===== src/rtl/pvic_pkg.sv =====
package pvic_pkg;
   localparam int VEC_W   = 15;
   localparam int TRAP_N  = 5;
   localparam int TRAP_CW = 3;
   localparam int INT_N   = 3 + TRAP_N;
   localparam logic [VEC_W-1:0] INT_BASE = 15'o30;

   typedef logic [VEC_W-1:0] vec_t;

   // packed order is priority order: bit INT_N-1 is the highest
   typedef struct packed {
      logic              pwr_fail;
      logic              pwr_recov;
      logic              ctl_err;
      logic [TRAP_N-1:0] trap;
   } int_req_t;
endpackage


===== src/rtl/pvic_prio_enc.sv =====
module pvic_prio_enc #(
   parameter int W = 8,
   localparam int IDX_W = (W > 1) ? $clog2(W) : 1
) (
   input  logic [W-1:0]     req_i,
   output logic             hit_o,
   output logic [IDX_W-1:0] idx_o
);
   always_comb begin
      hit_o = 1'b0;
      idx_o = '0;
      for (int i = 0; i < W; i++) begin
         if (req_i[i]) begin
            hit_o = 1'b1;
            idx_o = IDX_W'(i);
         end
      end
   end
endmodule


===== src/rtl/pvic_int_src.sv =====
module pvic_int_src
   import pvic_pkg::*;
(
   input  logic               clk_i,
   input  logic               rst_ni,
   input  logic               inhibit_i,
   input  logic               clr_i,
   input  logic               pwr_fail_i,
   input  logic               pwr_recov_i,
   input  logic               ctl_err_i,
   input  logic               trap_i,
   input  logic [TRAP_CW-1:0] trap_code_i,
   output int_req_t           pend_o
);
   logic [TRAP_N-1:0] trap_hit;
   int_req_t          new_req;
   int_req_t          pend_q;

   for (genvar k = 0; k < TRAP_N; k++) begin : g_trap
      assign trap_hit[k] = trap_i && (trap_code_i == TRAP_CW'(k));
   end

   always_comb begin
      new_req.pwr_fail  = pwr_fail_i;
      new_req.pwr_recov = pwr_recov_i;
      new_req.ctl_err   = ctl_err_i;
      new_req.trap      = trap_hit;
   end

   always_ff @(posedge clk_i) begin
      if (!rst_ni || inhibit_i) pend_q <= '0;
      else if (clr_i)           pend_q <= new_req;
      else                      pend_q <= pend_q | new_req;
   end

   assign pend_o = pend_q;
endmodule


===== src/rtl/pvic_ctl.sv =====
module pvic_ctl #(
   parameter int EXT_W = 24
) (
   input  logic             clk_i,
   input  logic             rst_ni,
   input  logic             take_i,
   input  logic             blk_wr_i,
   input  logic             blk_wdata_i,
   input  logic             mask_wr_i,
   input  logic [EXT_W-1:0] mask_wdata_i,
   output logic [EXT_W-1:0] mask_o,
   output logic             block_o,
   output logic             hist_o
);
   logic [EXT_W-1:0] mask_q;
   logic             block_q, hist_q;

   always_ff @(posedge clk_i) begin
      if (!rst_ni)        mask_q <= '0;
      else if (mask_wr_i) mask_q <= mask_wdata_i;
   end

   always_ff @(posedge clk_i) begin
      if (!rst_ni) begin
         block_q <= 1'b0;
         hist_q  <= 1'b0;
      end else if (take_i) begin
         block_q <= 1'b1;
         hist_q  <= block_q;
      end else if (blk_wr_i) begin
         block_q <= blk_wdata_i;
      end
   end

   assign mask_o  = mask_q;
   assign block_o = block_q;
   assign hist_o  = hist_q;
endmodule


===== src/rtl/pvic_top.sv =====
module pvic_top
   import pvic_pkg::*;
#(
   parameter int EXT_W = 24
) (
   input  logic               clk_i,
   input  logic               rst_ni,
   input  logic               boundary_i,
   input  logic               indirect_busy_i,
   input  logic [EXT_W-1:0]   ext_req_i,
   input  logic               pwr_fail_i,
   input  logic               pwr_recov_i,
   input  logic               ctl_err_i,
   input  logic               trap_i,
   input  logic [TRAP_CW-1:0] trap_code_i,
   input  logic               inhibit_i,
   input  logic               mask_wr_i,
   input  logic [EXT_W-1:0]   mask_wdata_i,
   input  logic               blk_wr_i,
   input  logic               blk_wdata_i,
   output logic [EXT_W-1:0]   mask_o,
   output logic               block_o,
   output logic               block_hist_o,
   output logic               take_o,
   output logic [VEC_W-1:0]   vector_o
);
   localparam int EXT_IW = (EXT_W > 1) ? $clog2(EXT_W) : 1;
   localparam int INT_IW = $clog2(INT_N);

   if (EXT_W < 1 || EXT_W > 24) begin : g_bad_ext_w
      $error("pvic_top: EXT_W must be 1..24 so external vectors stay below the internal base");
   end

   int_req_t          pend;
   logic [INT_N-1:0]  int_act;
   logic [EXT_W-1:0]  ext_act;
   logic              int_hit, ext_hit, fire, take_d;
   logic [INT_IW-1:0] int_idx;
   logic [EXT_IW-1:0] ext_idx;
   vec_t              vec_d;
   logic              take_q;
   vec_t              vec_q;
   logic [EXT_W-1:0]  mask;
   logic              block;

   pvic_int_src u_src (
      .clk_i       (clk_i),
      .rst_ni      (rst_ni),
      .inhibit_i   (inhibit_i),
      .clr_i       (take_d),
      .pwr_fail_i  (pwr_fail_i),
      .pwr_recov_i (pwr_recov_i),
      .ctl_err_i   (ctl_err_i),
      .trap_i      (trap_i),
      .trap_code_i (trap_code_i),
      .pend_o      (pend)
   );

   pvic_ctl #(.EXT_W(EXT_W)) u_ctl (
      .clk_i        (clk_i),
      .rst_ni       (rst_ni),
      .take_i       (take_d),
      .blk_wr_i     (blk_wr_i),
      .blk_wdata_i  (blk_wdata_i),
      .mask_wr_i    (mask_wr_i),
      .mask_wdata_i (mask_wdata_i),
      .mask_o       (mask),
      .block_o      (block),
      .hist_o       (block_hist_o)
   );

   assign int_act = pend & {INT_N{~inhibit_i}};
   assign ext_act = ext_req_i & mask & {EXT_W{~block}};

   pvic_prio_enc #(.W(INT_N)) u_int_enc (
      .req_i (int_act),
      .hit_o (int_hit),
      .idx_o (int_idx)
   );

   pvic_prio_enc #(.W(EXT_W)) u_ext_enc (
      .req_i (ext_act),
      .hit_o (ext_hit),
      .idx_o (ext_idx)
   );

   assign fire   = boundary_i && !indirect_busy_i;
   assign take_d = fire && (int_hit || ext_hit);

   always_comb begin
      if (int_hit) vec_d = INT_BASE + VEC_W'(int_idx);
      else         vec_d = VEC_W'(EXT_W - 1) - VEC_W'(ext_idx);
   end

   always_ff @(posedge clk_i) begin
      if (!rst_ni) begin
         take_q <= 1'b0;
         vec_q  <= '0;
      end else begin
         take_q <= take_d;
         if (take_d) vec_q <= vec_d;
      end
   end

   assign take_o   = take_q;
   assign vector_o = vec_q;
   assign mask_o   = mask;
   assign block_o  = block;
endmodule


===== config.mk =====
export PLATFORM = sky130hd
export DESIGN_NAME = pvic_top
export DESIGN_NICKNAME = d
export VERILOG_FILES = /design/src/rtl/pvic_pkg.sv /design/src/rtl/pvic_prio_enc.sv /design/src/rtl/pvic_int_src.sv /design/src/rtl/pvic_ctl.sv /design/src/rtl/pvic_top.sv
export SDC_FILE = /design/constraint.sdc
export NUM_CORES = 1
export LEC_CHECK = 0
export ABC_AREA = 1
export BUFFER_PORTS_ARGS = -buffer_cell sky130_fd_sc_hd__buf_2
export CORE_AREA = 2 2 60 105
export DETAILED_ROUTE_END_ITERATION = 10
export DIE_AREA = 0 0 62 107
export PLACE_DENSITY = 0.66
export SLEW_MARGIN = 0
export SYNTH_ARGS = -nofsm -noshare
export SYNTH_HDL_FRONTEND = slang
export SYNTH_SLANG_ARGS = --single-unit
export TNS_END_PERCENT = 1

===== constraint.sdc =====
create_clock -name clk_i -period 1.9 [get_ports clk_i]
set_clock_uncertainty 0.2 [all_clocks]
set_input_delay 0.19 -clock clk_i [delete_from_list [all_inputs] [get_ports clk_i]]
set_output_delay 0.19 -clock clk_i [all_outputs]
set_load 0.01 [all_outputs]

==> reports/qor.yml <==
power:
  finalPower_mw: 2.16
  p_sw_share_pct: 28.7
  pwr-share-comb_pct: 26.9
  seqPwrFrac_pct: 44.3
  cellLeakagePower_nw: 1.69
  p_int_mw: 1.54
  clock_power_share_pct: 28.8
  ir_drop_uv: 358
  power_switching_mw: 0.619
  p_per_area_nw_per_um2: 668
timing:
  setup_tns_ns: -0.642
  slew_violations: 0
  tightest_slew_ns: 0.443
  setup_viol: 16
  relSlewSlack_pct: 70.5
  fmax_mhz: 506
  rsz0062_at_grt: "yes"
  fin_crit_ns: 1.98
  fin_crit_sh_pct: 104
  hold_viol: 0
  setup_ws_ns: -0.0763
cells_and_area:
  area_delta_synth_final_pct: 63.8
  drive_above_1_share_pct: 38.7
  final_cell_mix: "buf_2, nor2_1, nand2_1"
  final_common_cell: "buf_2"
  nets: 508
  num-fill-cells: 565
  num_antenna_cells: 0
synth:
  synth_seq_area_share_pct: 41.6
  syn_inst: 283
  syn_nets: 347
  netlist-cell-type-count: 27
  synth_area_um2: 1970
  avgSynthCellArea_um2: 6.97
  synth-seq-cells: 41
  yosys_warnings: 0
critical_path:
  startpoint_type: "flop"
  worstReg2RegStart: "u_ctl.block_o$_SDFFE_PN0P_"
  required_ns: 1.93
  crit_path_cell_trace: "inv_6, nand3_1, nand2_1, nor2_2, nand2_2, nor4b_4, nand4_1, nand3_4, buf_6, nand2_1, a21oi_2"
  cp.buffers_inverters: 2
  criticalPathCategory: "flop to flop"
  arrival_ns: 2.00
  worstPathMaxFanout: 18
  reg2regPathDepth: 11
  critPathSlowestCell: "dfxtp_4"
  cp.depth: 11
  cp-end-kind: "flop"
  critPathMaxStageDelay_ns: 0.38
  startpoint: "u_ctl.block_o$_SDFFE_PN0P_"
  crit_top_cell: "nand2_1"
  cp_top_family: "simple AND/OR/NAND/NOR gates"
global_route:
  first_global_vias: 2253
  overflow: 0
  grt_max_degree: 25
  gr-usage-all-layers_pct: 19.3
  grt_pass1_wl_um: 9740
  antenna_found_initial: 0
placement:
  place.gp.congestion: 0.887
  port_buffers: 104
  hpwl_um: 4620
  pre_cts_ws_ns: -0.166
drt:
  wirelength_um: 6290
  ant_nets: 0
  drt-pass1-iter-count: 4
  vias: 2407
  detail_route.vias_per_cell: 4.60
  drt-initial-drc-count: 80
  wire_per_inst_um: 12.0
  drc: 0
cts:
  clk_path_buf_depth: 2
  cts-htree-levels: 2
  cts_buffers: 5
  cts_sinks: 41
  root_buffer: "clkbuf_8"
  cts_tree: "yes"
  cts.clk_slew.worst_paths_ns: 0.08
  worst_skew_pair.late_latency_ns: 0.29
die:
  start_util_pct: 34.1
  die_h_um: 107
  die-area_um2: 6630
  rows: 37
  pin_count: 105
  core_um2: 5790
  die_w_um: 62
job:
  maxCapViolCount: 0
run_status:
  status: "finished with violations"
  violations: "setup timing"
worst_hold_path:
  min_from: "trap_i"
  holdPathStages: 3
  hp-class: "input port to flop"
power groups by stage:
| stage | Combinational (mW) | Sequential, mW | Clock, mW |
|---|---|---|---|
| global placement | 0.498 | 0.970 | 0 |
| global route | 0.649 | 0.963 | 0.669 |
| CTS | 0.564 | 0.953 | 0.643 |
| detailed placement | 0.506 | 0.971 | 0 |
| finish | 0.580 | 0.955 | 0.621 |
| floorplan | 0.239 | 0.994 | 0 |
path summary, 6_finish.rpt:
check | to | slack (ns)
setup / recovery | u_src.pend_o[2]$_SDFF_PP0_ | -0.08
hold / removal | u_src.pend_o[4]$_SDFF_PP0_ | 0.001
setup reg to reg | u_src.pend_o[2]$_SDFF_PP0_ | -0.08
hold reg to reg | u_src.pend_o[0]$_SDFF_PP0_ | 0.27
tightest hold or removal path: stages:
cell and delay [ns]:
buf_2 0.10, nand3_1 0.09, a21oi_1 0.06
synth_stat cells (all sizes together):
library cell   n  share of area, %
buf           13               5.0
inv           12               2.3
mux2i          1              0.51
o21ai         34               8.6
clkbuf         6               1.1
nor3           1              0.25
a21oi         17               4.3
nor2          72                14
a31oi          4               1.3
ha             1              0.63
nand4          1              0.32
nand2         47               9.1
a221oi         1              0.44
o21bai         1              0.38
nand3         28               8.6
dfxtp         41                42
o211ai         1              0.38
o31ai          1              0.38
nor4b          1              0.76
cell type report:
class | count | area [um2] | area share [%]
flip-flops and latches | 41 | 826 | 25.6
clock inverters | 1 | 5.00 | 0.155
well taps | 78 | 97.6 | 3.02
repair buffers | 173 | 1120 | 34.8
multi-input cells | 211 | 1030 | 31.8
clock buffers | 7 | 96.3 | 2.98
inverters | 12 | 52.6 | 1.63
logic make-up after synthesis:
family	after synthesis	synth area share, %
AO/OA/AOI/OAI	59	15.8
adder cells (fa/ha/maj)	1	0.634
buffers and inverters	31	8.44
flip-flops	41	41.6
multiplexers	1	0.508
AND/OR/NAND/NOR	150	33.0
routing by layer:
| layer | vias to the layer above | part of all wire, % | global-route usage [%] |
|---|---|---|---|
| li1 | 1249 | - | - |
| met1 | 1081 | 36 | 20.8 |
| met2 | 69 | 58 | 35.6 |
| met3 | 8 | 4.3 | 2.77 |
| met4 | 0 | 1.5 | 6.53 |
| met5 | - | 0 | 0 |
metrics by stage:
stage / utilization, % / area [um2] / hold slack, ns / instances
CTS: 54.9 / 3180 / 0.00214 / 522
detailed placement: 47.4 / 2740 / 0.217 / 482
floorplan: - / 1980 / 0.107 / 283
global route: 55.8 / 3230 / 0.00902 / 523
finish: 55.8 / 3230 / 0.00107 / 523
global placement: 47.4 / 2740 / 0.209 / 482
sequential cells by signal, summed over array words and instances (netlist names):
register,cells
take_o,1
u_ctl.hist_o,1
u_ctl.mask_o,24
u_src.pend_o,8
u_ctl.block_o,1
vector_o,6
repair_timing:
item                                   4_1_cts  5_1_grt
setup buffers                                2        0
endpoints found under the hold margin       29        0
gates cloned                                 0        1
pin swaps                                    3        3
gates resized for setup                      6       11
setup endpoints to repair                   16       17
hold buffers                                30        0
(Power assumes the default switching activity.)
